## config.mk

```make
export PLATFORM = sky130hd
export DESIGN_NAME = tile_swizzle_unit
export DESIGN_NICKNAME = d
export VERILOG_FILES = /design/src/rtl/tswz_pkg.sv /design/src/rtl/tswz_mode_ctrl.sv /design/src/rtl/tswz_addr_path.sv /design/src/rtl/tile_swizzle_unit.sv
export SDC_FILE = /design/constraint.sdc
export NUM_CORES = 1
export LEC_CHECK = 0
export BUFFER_PORTS_ARGS = -buffer_cell sky130_fd_sc_hd__buf_2
export CAP_MARGIN = 15
export CORE_MARGIN = 1.5
export CORE_UTILIZATION = 44
export CTS_CLUSTER_DIAMETER = 50
export DETAILED_ROUTE_END_ITERATION = 7
export PLACE_DENSITY_LB_ADDON = 0.12
export SLEW_MARGIN = 20
export SYNTH_ARGS = -nofsm -noshare
export SYNTH_HDL_FRONTEND = slang
export SYNTH_SLANG_ARGS = --single-unit
export TNS_END_PERCENT = 1
```

## constraint.sdc

```tcl
create_clock -name clk -period 3.2 [get_ports clk]
set_input_delay 0.32 -clock clk [delete_from_list [all_inputs] [get_ports clk]]
set_output_delay 0.32 -clock clk [all_outputs]
set_load 0.05 [all_outputs]
```

## src/rtl/tswz_pkg.sv

```systemverilog
package tswz_pkg;

  typedef enum logic [2:0] {
    SWZ_NONE     = 3'd0,
    SWZ_9        = 3'd1,
    SWZ_9_10     = 3'd2,
    SWZ_9_11     = 3'd3,
    SWZ_9_10_11  = 3'd4,
    SWZ_9_17     = 3'd5,
    SWZ_9_10_17  = 3'd6,
    SWZ_UNKNOWN  = 3'd7
  } swzMode_e;

  typedef enum logic [1:0] {
    TILE_LINEAR = 2'd0,
    TILE_X      = 2'd1,
    TILE_Y      = 2'd2,
    TILE_RSVD   = 2'd3
  } tileFmt_e;

  // control-to-datapath strobes: the active internal mode per format
  typedef struct packed {
    swzMode_e xMode;
    swzMode_e yMode;
  } swzCtl_t;

  // controller word field positions
  localparam int CHMODE_LSB    = 0;
  localparam int XOR_OFF_POS   = 4;
  localparam int HIGH_SEL_POS  = 5;
  localparam logic [1:0] CHMODE_INTERLEAVED = 2'd2;

  // bit positions that feed the channel bit
  localparam int CH_BIT   = 6;
  localparam int TX_BIT_A = 9;
  localparam int TX_BIT_B = 10;
  localparam int RND_LO   = 11;
  localparam int RND_HI   = 17;

  function automatic swzMode_e hideHigh(swzMode_e m);
    case (m)
      SWZ_9_17:    return SWZ_9;
      SWZ_9_10_17: return SWZ_9_10;
      default:     return m;
    endcase
  endfunction

endpackage

```

## src/rtl/tswz_mode_ctrl.sv

```systemverilog
module tswz_mode_ctrl
  import tswz_pkg::*;
#(
  parameter int CW   = 32,
  parameter int SZ_W = 8
) (
  input  logic            clk,
  input  logic            rst_n,
  input  logic            cfgLoad,
  input  logic            cfgLegacy,
  input  logic [CW-1:0]   ctrlWord,
  input  logic [SZ_W-1:0] chanSizeA,
  input  logic [SZ_W-1:0] chanSizeB,
  output swzCtl_t         ctl
);

  swzCtl_t nextCtl;
  logic    wordBad;
  logic [1:0] chMode;

  assign wordBad = &ctrlWord;
  assign chMode  = ctrlWord[CHMODE_LSB +: 2];

  always_comb begin
    nextCtl.xMode = SWZ_NONE;
    nextCtl.yMode = SWZ_NONE;
    if (!cfgLegacy) begin
      if (chanSizeA == chanSizeB) begin
        nextCtl.xMode = SWZ_9_10;
        nextCtl.yMode = SWZ_9;
      end
    end else if (wordBad) begin
      nextCtl.xMode = SWZ_UNKNOWN;
      nextCtl.yMode = SWZ_UNKNOWN;
    end else if (chMode == CHMODE_INTERLEAVED) begin
      if (ctrlWord[XOR_OFF_POS]) begin
        nextCtl.xMode = SWZ_9_10;
        nextCtl.yMode = SWZ_9;
      end else if (!ctrlWord[HIGH_SEL_POS]) begin
        nextCtl.xMode = SWZ_9_10_11;
        nextCtl.yMode = SWZ_9_11;
      end else begin
        nextCtl.xMode = SWZ_9_10_17;
        nextCtl.yMode = SWZ_9_17;
      end
    end
  end

  always_ff @(posedge clk or negedge rst_n) begin
    if (!rst_n) begin
      ctl.xMode <= SWZ_NONE;
      ctl.yMode <= SWZ_NONE;
    end else if (cfgLoad) begin
      ctl <= nextCtl;
    end
  end

  // modes change only on a load strobe
  assert_cfg_stable_R12: assert property (@(posedge clk) disable iff (!rst_n)
    !cfgLoad |=> $stable(ctl));

  // an all-ones legacy word leaves both formats unknown
  assert_unknown_load_R9: assert property (@(posedge clk) disable iff (!rst_n)
    (cfgLoad && cfgLegacy && (&ctrlWord)) |=>
      (ctl.xMode == SWZ_UNKNOWN && ctl.yMode == SWZ_UNKNOWN));

  // later form never produces randomized or unknown modes
  assert_later_modes_R8: assert property (@(posedge clk) disable iff (!rst_n)
    (cfgLoad && !cfgLegacy) |=>
      ((ctl.xMode == SWZ_NONE || ctl.xMode == SWZ_9_10) &&
       (ctl.yMode == SWZ_NONE || ctl.yMode == SWZ_9)));

endmodule

```

## src/rtl/tswz_addr_path.sv

```systemverilog
module tswz_addr_path
  import tswz_pkg::*;
#(
  parameter int AW = 32
) (
  input  logic          clk,
  input  logic          rst_n,
  input  swzCtl_t       ctl,
  input  logic          reqValid,
  input  logic [1:0]    reqTile,
  input  logic [AW-1:0] reqAddr,
  output logic          outValid,
  output logic [AW-1:0] outAddr
);

  localparam logic [AW-1:0] CH_MASK = AW'(1) << CH_BIT;

  swzMode_e   selMode;
  logic       flip;
  logic [AW-1:0] swzAddr;

  always_comb begin
    case (tileFmt_e'(reqTile))
      TILE_X:  selMode = ctl.xMode;
      TILE_Y:  selMode = ctl.yMode;
      default: selMode = SWZ_NONE;
    endcase
  end

  always_comb begin
    case (selMode)
      SWZ_9:       flip = reqAddr[TX_BIT_A];
      SWZ_9_10:    flip = reqAddr[TX_BIT_A] ^ reqAddr[TX_BIT_B];
      SWZ_9_11:    flip = reqAddr[TX_BIT_A] ^ reqAddr[RND_LO];
      SWZ_9_10_11: flip = reqAddr[TX_BIT_A] ^ reqAddr[TX_BIT_B] ^ reqAddr[RND_LO];
      SWZ_9_17:    flip = reqAddr[TX_BIT_A] ^ reqAddr[RND_HI];
      SWZ_9_10_17: flip = reqAddr[TX_BIT_A] ^ reqAddr[TX_BIT_B] ^ reqAddr[RND_HI];
      default:     flip = 1'b0;
    endcase
    swzAddr = reqAddr;
    swzAddr[CH_BIT] = reqAddr[CH_BIT] ^ flip;
  end

  always_ff @(posedge clk or negedge rst_n) begin
    if (!rst_n) begin
      outValid <= 1'b0;
      outAddr  <= '0;
    end else begin
      outValid <= reqValid;
      if (reqValid) outAddr <= swzAddr;
    end
  end

  // valid follows the request by one cycle, address held when idle
  assert_valid_lat_R11: assert property (@(posedge clk) disable iff (!rst_n)
    reqValid |=> outValid);
  assert_idle_hold_R11: assert property (@(posedge clk) disable iff (!rst_n)
    !reqValid |=> (!outValid && $stable(outAddr)));

  // only the channel bit may differ from the request
  assert_upper_pass_R3: assert property (@(posedge clk) disable iff (!rst_n)
    reqValid |=> ((outAddr & ~CH_MASK) == ($past(reqAddr) & ~CH_MASK)));

  // linear requests are untouched
  assert_linear_pass_R2: assert property (@(posedge clk) disable iff (!rst_n)
    (reqValid && (reqTile == TILE_LINEAR || reqTile == TILE_RSVD)) |=>
      (outAddr == $past(reqAddr)));

endmodule

```

## src/rtl/tile_swizzle_unit.sv

```systemverilog
module tile_swizzle_unit
  import tswz_pkg::*;
#(
  parameter int AW   = 32,
  parameter int CW   = 32,
  parameter int SZ_W = 8
) (
  input  logic            clk,
  input  logic            rst_n,
  input  logic            cfgLoad,
  input  logic            cfgLegacy,
  input  logic [CW-1:0]   ctrlWord,
  input  logic [SZ_W-1:0] chanSizeA,
  input  logic [SZ_W-1:0] chanSizeB,
  input  logic            reqValid,
  input  logic [1:0]      reqTile,
  input  logic [AW-1:0]   reqAddr,
  output logic            outValid,
  output logic [AW-1:0]   outAddr,
  output logic [2:0]      modeX,
  output logic [2:0]      modeY,
  output logic            tileOff
);

  swzCtl_t ctl;

  tswz_mode_ctrl #(.CW(CW), .SZ_W(SZ_W)) u_ctrl (
    .clk(clk), .rst_n(rst_n), .cfgLoad(cfgLoad), .cfgLegacy(cfgLegacy),
    .ctrlWord(ctrlWord), .chanSizeA(chanSizeA), .chanSizeB(chanSizeB),
    .ctl(ctl)
  );

  tswz_addr_path #(.AW(AW)) u_path (
    .clk(clk), .rst_n(rst_n), .ctl(ctl), .reqValid(reqValid),
    .reqTile(reqTile), .reqAddr(reqAddr),
    .outValid(outValid), .outAddr(outAddr)
  );

  assign modeX   = hideHigh(ctl.xMode);
  assign modeY   = hideHigh(ctl.yMode);
  assign tileOff = (ctl.xMode == SWZ_UNKNOWN);

  // reported modes never carry bit 17
  assert_hidden_R10: assert property (@(posedge clk) disable iff (!rst_n)
    (modeX != 3'd5 && modeX != 3'd6 && modeY != 3'd5 && modeY != 3'd6));

endmodule

```

==> Word-level counts from Yosys, hierarchy flattened <==
Cells that the tools add are included.
{ "op_classes": {"eq_ne": 15, "n_mux": 10, "n_bitwise": 6, "n_reduce_logical": 1} }
{ "ops": {"columns": ["operator", "count"], "rows": [
  ["32-bit AND reduction", 1],
  ["3-bit == test, second input constant", 8],
  ["6-bit 2-to-1 mux", 4],
  ["3-bit case mux with 2 select lines", 3],
  ["5-bit 2-to-1 mux", 2],
  ["8-bit == test", 1],
  ["3-bit by 2-bit == test with 1-bit output, second input constant", 2],
  ["1-bit case mux with 6 select lines", 1],
  ["1-bit bitwise XOR", 6],
  ["2-bit == test, second input constant", 2],
  ["3-bit by 1-bit == test with 1-bit output, second input constant", 1],
  ["2-bit by 1-bit == test with 1-bit output, second input constant", 1]
]} }
{ "word_totals": {"regBits": 39, "input_bits": 87, "out_inout_bits": 40, "elab_cells": 36} }

==> Longest topological paths before layout <==
Gate-level depths: netlist (run 1).
{ "depth": {"word_depth": 5, "mapped_depth": 7, "mapped_depth_nobuf": 7} }

==> Modules after synthesis <==
Synthesis (run 1) repeated with hierarchy kept, for this count alone.
{ "unflattened": {"cells_unflattened": 153, "area_unflattened_um2": 1866.8} }
{ "by_module_without_submodules": {"columns": ["module", "n_inst", "cells_each", "area_per_inst_um2", "seq_area_each_um2"], "rows": [
  ["tswz_addr_path", 1, 96, 1393.8, 825.8],
  ["tswz_mode_ctrl", 1, 48, 420.4, 150.1],
  ["tile_swizzle_unit", 1, 9, 52.6, 0.0]
]} }

==> Least setup slack after synthesis (run 1) <==
No wires, ideal clock.
{ "synth_timing": {"kind": "input -> register", "start": "input reqTile[0]", "end": "register u_path.outAddr[6]", "setup_ps": 70, "t_arrival_ps": 1681, "required_ps": 3130, "slack_ps": 1449, "stages": 7, "path_buffers": 0, "cell_sequence": "inv_1 ha_1 a22o_4 and3_1 o32a_1 a221o_1 nand3_1"} }
{ "synth_between": {"elab_chain_len": 5, "word_cells_on_any_way": 11, "classes_between": "8 x eq/ne; 2 x mux; 1 x bitwise"} }
{ "synth_lines": {"columns": ["item", "line_no", "text"], "rows": [
  ["start, declared", "tile_swizzle_unit.sv:16", "input logic [1:0] reqTile,"],
  ["2-bit == test or 2-bit by 1-bit == test with 1-bit output (tied branches)", "tswz_addr_path.sv:23", "case (tileFmt_e'(reqTile))"],
  ["3-bit case mux with 2 select lines *", "tswz_addr_path.sv:23", null],
  ["3-bit == test (tied with other cells)", "tswz_addr_path.sv:31", "case (selMode)"],
  ["1-bit case mux with 6 select lines *", "tswz_addr_path.sv:31", null],
  ["1-bit bitwise XOR *", "tswz_addr_path.sv:41", "swzAddr[CH_BIT] = reqAddr[CH_BIT] ^ flip;"],
  ["end signal, assigned", "tswz_addr_path.sv:50", "if (reqValid) outAddr <= swzAddr;"],
  ["end, declared", "tswz_addr_path.sv:13", "output logic [AW-1:0] outAddr"]
]} }
Mark *: on every way between the ends. The rest lies on a longest branch, timed or not.
A chain may end at the register's enable or synchronous reset.

==> Worst setup path in the final report (run 1) <==
Ends and elaborated chain as after synthesis.

==> flow_metrics.tcl, run 1 <==
set metrics [dict create \
    ios 127 \
    tightest_slew_ps 826 \
    clock_latency_ps 280 \
    setup_ws_ps 1560 \
    setup_viol 0 \
    grt_pass1_wl_um 6410 \
    ys_seq_area_share_pct 52.8 \
    io_buffers 126 \
    drc 0 \
    avgSynthCellArea_um2 12.4 \
    slew_headroom_pct 44.9 \
    synth_cells 149 \
    cpMaxStageDelayCell "a221o_1" \
    htreeDepth 2 \
    timing.rr.start "u_ctrl.ctl[2]" \
    clk_pin_slew_ps 70 \
    chipWidth_um 67.8 \
    cts_sinks 39 \
    vdd.ir_drop.worst_v 0.000316 \
    crit_cells 8 \
    whs_ps 127 \
    synth_seq_cells 39 \
    cap_violations 0 \
    dp_slack_ps 1280 \
    setup.worst_path.start "reqTile[0]" \
    start_kind "input port" \
    cpLargestDelayFamily "compound AO/OA/AOI/OAI gates" \
    place.gp.congestion 0.674 \
    cts_tree "yes" \
    final_cells 325 \
    via_per_inst 4.91 \
    clockBufferDepth 2 \
    syn_area_um2 1850 \
    grt_start_max_net_pins 40 \
    dieArea_um2 4600 \
    antennaDiodeCount 0 \
    critical_path_class "input port to flop" \
    end_kind "flop" \
    fmax_mhz 611 \
    overflow 0 \
    worstPathArrival_ps 1860 \
    layout_common_cells "buf_2 (126), dfrtp_1 (39), mux2_2 (31)" \
    post_dp_cell_area_um2 2510 \
    drtPass1Iterations 4 \
    worstRegToRegCells 5 \
    cpPeakStageDelay_ps 350 \
    final_max_slew_viol_count 0 \
    place_inst 317 \
    antenna_found_initial 0 \
    nNetsFinal 363 \
    status "complete, no violations" \
    path_cells "buf_2 -> inv_1 -> ha_1 -> a22o_4 -> and3_1 -> o32a_1 -> a221o_1 -> nand3_1" \
    final.period_utilization_pct 51.1 \
    hpwl_um 3280 \
    wirelength_um 4170 \
    fin_area_um2 2590 \
    cts-root-buf "clkbuf_8" \
    fp-row-count 23 \
    ys_types 35 \
    ys_async_sr_fraction_pct 100 \
    fin_setup_tns_ps 0 \
    power_density_nw_per_um2 473 \
    crit_path_end "u_path.outAddr[6]" \
    synth-edff-count 0 \
    ant_nets 0 \
    wire_per_inst_um 12.8 \
    synth-main-ff-cell "dfrtp_1" \
    via_count 1596 \
    rsz0062_at_grt "false" \
    hold_buffers 0 \
    yosysWarnings 0 \
    core-area_um2 4030 \
    crit_buf_inv 2 \
    fillers 355 \
    cp.required_ps 3420 \
    clock-skew-final_ps 2.05 \
    rr_endpoint "u_path.outAddr[6]" \
    start_util_pct 45.9 \
    drive_above_1_share_pct 61.1 \
    syn_nets 238 \
    leakage_nw 1.32 \
    grt_pass1_vias 1533 \
    crit_fanout 6 \
    post-cts-setup-buffers 0 \
    grt_usage_pct 18.7 \
    final_common_cell "buf_2" \
    hold_viol_final 0 \
    ctsResizeCount 0 \
    hold_path.class "input port to async pin" \
    syn2layout_area_growth_pct 40.3 \
    rrSetupSlack_ps 1570 \
    die_y_um 67.8 \
    drtIter0Drc 70 \
    cts-buffers-inserted 5 \
    fin_crit_ps 1640 \
]
worst min path at each step:
| stage | startpoint | slack [ps] | end |
|---|---|---|---|
| after global placement | rst_n | 480 | u_path.outAddr[10] |
| after CTS | rst_n | 170 | u_path.outAddr[10] |
| after floorplan | rst_n | 20 | u_ctrl.ctl[0] |
| after global routing | rst_n | 210 | u_path.outAddr[10] |
| after detailed placement | rst_n | 480 | u_path.outAddr[10] |
| final | rst_n | 130 | u_path.outAddr[7] |
where the power goes:
| part | total [W] | switching [W] | internal, W |
|---|---|---|---|
| sequential | 0.000559 | 0.0000223 | 0.000536 |
| clock | 0.000313 | 0.000160 | 0.000153 |
| combinational | 0.000356 | 0.000237 | 0.000119 |
layer usage:
| layer | up-vias | track usage (%) | part of all wire (%) |
|---|---|---|---|
| met5 | - | 0 | 0 |
| li1 | 790 | - | - |
| met3 | 6 | 5.83 | 6.5 |
| met1 | 746 | 20.8 | 42 |
| met2 | 54 | 33.6 | 50 |
| met4 | 0 | 6.75 | 1.7 |
per-stage QoR:
stage | total power, W | util [%]
final | 0.00123 | 64.3
after global routing | 0.00129 | 64.3
after CTS | 0.00124 | 64.3
after detailed placement | 0.000926 | 62.3
after global placement | 0.000922 | 62.3
after floorplan | 0.000802 | -
cell families (layout without fill, tap and decap cells):
| kind of cell | Yosys count | count (layout) | synth area share [%] |
|---|---|---|---|
| AO/OA/AOI/OAI | 18 | 18 | 8.53 |
| XOR/XNOR | 12 | 12 | 5.69 |
| adder cells (fa/ha/maj) | 2 | 2 | 1.35 |
| buffers and inverters | 14 | 140 | 2.84 |
| flip-flops | 39 | 39 | 52.8 |
| multiplexers | 31 | 31 | 18.9 |
| AND/OR/NAND/NOR | 33 | 33 | 9.88 |
worst register-to-register path, delay by kind of cell (launching register included):
| kind | cells | cell delay [ps] |
|---|---|---|
| AND/OR/NAND/NOR | 2 | 230 |
| AO/OA/AOI/OAI | 3 | 940 |
| flip-flops | 1 | 400 |
flip-flops by register name, indices dropped and copies added, names as in the netlist:
register and flops:
u_path.outAddr 32, u_ctrl.ctl 6, u_path.outValid 1
synth_stat cells, drive strengths merged, types with 2 or more instances:
library cell | instances | area share, %
inv | 6 | 1.2
a22o | 3 | 2.0
and2 | 2 | 0.68
nor2 | 3 | 0.61
a22oi | 2 | 1.1
and3 | 2 | 0.68
xor2 | 6 | 2.8
nor4 | 2 | 0.68
clkbuf | 8 | 1.6
nand2 | 4 | 0.81
nand3 | 6 | 1.6
o21ai | 3 | 0.81
mux2 | 31 | 19
dfrtp | 39 | 53
ha | 2 | 1.4
nand4 | 9 | 3.0
xnor2 | 6 | 2.8
cell type report:
type	count	area, µm²	area share (%)
Clock buffer	7	76.3	2.94
Clock inverter	1	5.00	0.193
Inverter	6	22.5	0.869
Multi-Input combinational cell	96	820	31.6
Sequential cell	39	976	37.6
Tap cell	50	62.6	2.41
Timing Repair Buffer	126	631	24.3
Power figures use the tool's default switching activity.
==> run 2, diff against run 1 <==
- CORE_UTILIZATION: 44 -> 37
- clock period: 3.2 -> 1.5 ns (I/O delays scaled with it)
==> flow_metrics.tcl, run 2 (synthesis gave the netlist of run 1 again) <==
set metrics [dict create \
    hold_path_depth 2 \
    chipWidth_um 73.7 \
    grt_pass1_vias 1544 \
    clk_pin_slew_ps 70 \
    p_int_w 0.00196 \
    final_common_cell "buf_2" \
    hold_viol_final 0 \
    setup_ws_ps -83.9 \
    rr_endpoint "u_path.outAddr[6]" \
    crit_buf_inv 0 \
    final.period_utilization_pct 106 \
    routed-wl-met2_um 2210 \
    slew_headroom_pct 71.4 \
    worstPathArrival_ps 1810 \
    clock-skew-final_ps 4.48 \
    fin_crit_ps 1580 \
    cts_tree "yes" \
    timing.rr.start "u_ctrl.ctl[2]" \
    post-cts-setup-buffers 0 \
    drtIter0Drc 50 \
    fillers 438 \
    via_per_inst 4.74 \
    largestRegisters "u_path.outAddr: 32 flops, u_ctrl.ctl: 6 flops, u_path.outValid: 1 flops" \
    cpMaxStageDelayCell "dfrtp_1" \
    dieArea_um2 5430 \
    fp-row-count 25 \
    drt-met1-wl_um 1760 \
    setup_viol 1 \
    overflow 0 \
    cp.required_ps 1730 \
    via_count 1670 \
    switchingPower_w 0.000911 \
    die_y_um 73.7 \
    critical_path_class "flop to flop" \
    cts-root-buf "clkbuf_8" \
    clockBufferDepth 2 \
    seqCellArea_um2 976 \
    nNetsFinal 373 \
    combPwrFrac_pct 27.6 \
    core-area_um2 4750 \
    fin_setup_tns_ps -83.9 \
    hp-start "reqAddr[13]" \
    final_cells 352 \
    cpPeakStageDelay_ps 400 \
    grt_usage_pct 16.0 \
    ant_nets 0 \
    htreeDepth 2 \
    clock_latency_ps 290 \
    cts-buffers-inserted 5 \
    cpLargestDelayFamily "compound AO/OA/AOI/OAI gates" \
    drc 0 \
    cts_sinks 39 \
    holdPathEnd "u_path.outAddr[13]" \
    final_max_slew_viol_count 0 \
    antenna_found_initial 0 \
    ios 127 \
    whs_ps 87.5 \
    end_kind "flop" \
    antennaDiodeCount 0 \
    wire_per_inst_um 12.5 \
    syn2layout_area_growth_pct 50.2 \
    start_util_pct 38.9 \
    rsz0062_at_grt "true" \
    leakage_nw 1.39 \
    status "complete, but fails checks" \
    rrSetupSlack_ps -80 \
    clockPowerShare_pct 31.0 \
    multi_input_area_um2 827 \
    place_inst 343 \
    hpwl_um 3480 \
    drtPass1Iterations 4 \
    top_layer "met4" \
    place.gp.congestion 0.837 \
    switching_share_pct 31.7 \
    layout_common_cells "buf_2 (124), dfrtp_1 (39), mux2_2 (31)" \
    wl_met3_um 364 \
    seqPwrFrac_pct 41.4 \
    wirelength_um 4380 \
    io_buffers 126 \
    start_kind "flop" \
    drive_above_1_share_pct 63.5 \
    tightest_slew_ps 429 \
    path_cells "a22o_4 -> and3_4 -> o32a_1 -> a221o_1 -> nand3_1" \
    top_register "u_path.outAddr" \
    hold_path.class "input port to flop" \
    vdd.ir_drop.worst_v 0.000419 \
    violations "setup timing" \
    fmax_mhz 631 \
    worstRegToRegCells 5 \
    grt_start_max_net_pins 24 \
    largest_reg_flops 32 \
    power_density_nw_per_um2 1030 \
    crit_fanout 5 \
    grt_pass1_wl_um 6660 \
    cap_violations 0 \
]
-- run 2: cell count changes in the layout (fill, tap and decap cells not counted), sizes merged --
cell,change
clkbuf,-1
buf,+9
bufinv,+1
dlygate4sd3,+1
-- run 2: routing by layer --
| layer | vias up | GRT usage (%) |
|---|---|---|
| met4 | 0 | 4.32 |
| met3 | 4 | 4.39 |
| met2 | 92 | 29.1 |
| met5 | - | 0 |
| met1 | 760 | 18.1 |
| li1 | 814 | - |
-- run 2: stage by stage --
stage	instance area [µm²]	utilization (%)	worst slack, ps	power (W)
finish	2780	58.4	-83.9	0.00287
global route	2780	58.4	-115	0.00300
CTS	2770	58.2	-88.3	0.00291
detailed placement	2630	55.3	-187	0.00200
global placement	2630	55.3	-126	0.00199
floorplan	1850	-	-6.87	0.00171
-- run 2: cell type report --
class	instances	area share [%]
timing repair buffer	136	27.0
clock buffer	6	2.97
inverter	6	0.811
sequential	39	35.2
multi-input combinational	96	29.8
tap	67	3.02
clock inverter	2	1.26
-- run 2: worst max path at each step --
stage,from,to,cells after the start
after floorplan,u_ctrl.ctl[2],u_path.outAddr[6],5
after global placement,reqTile[1],u_path.outAddr[6],8
after detailed placement,reqTile[0],u_path.outAddr[6],8
after CTS,u_ctrl.ctl[2],u_path.outAddr[6],5
after global routing,u_ctrl.ctl[2],u_path.outAddr[6],5
final,u_ctrl.ctl[2],u_path.outAddr[6],5
-- run 2: power groups by stage --
stage / Sequential (W) / Clock [W] / Combinational [W]
after detailed placement: 0.00121 / 0 / 0.000796
after floorplan: 0.00153 / 0 / 0.000186
after CTS: 0.00119 / 0.000926 / 0.000800
after global routing: 0.00120 / 0.000960 / 0.000844
after global placement: 0.00120 / 0 / 0.000786
final: 0.00119 / 0.000889 / 0.000793
-- run 2: timing repair --
| item | 4_1_cts | 5_1_grt |
|---|---|---|
| gates cloned | 0 | 0 |
| endpoints found under the setup margin | 3 | 3 |
| hold buffers | 1 | 0 |
| gates resized for setup | 3 | 3 |
| endpoints found under the hold margin | 17 | 0 |
| pin swaps | 0 | 1 |
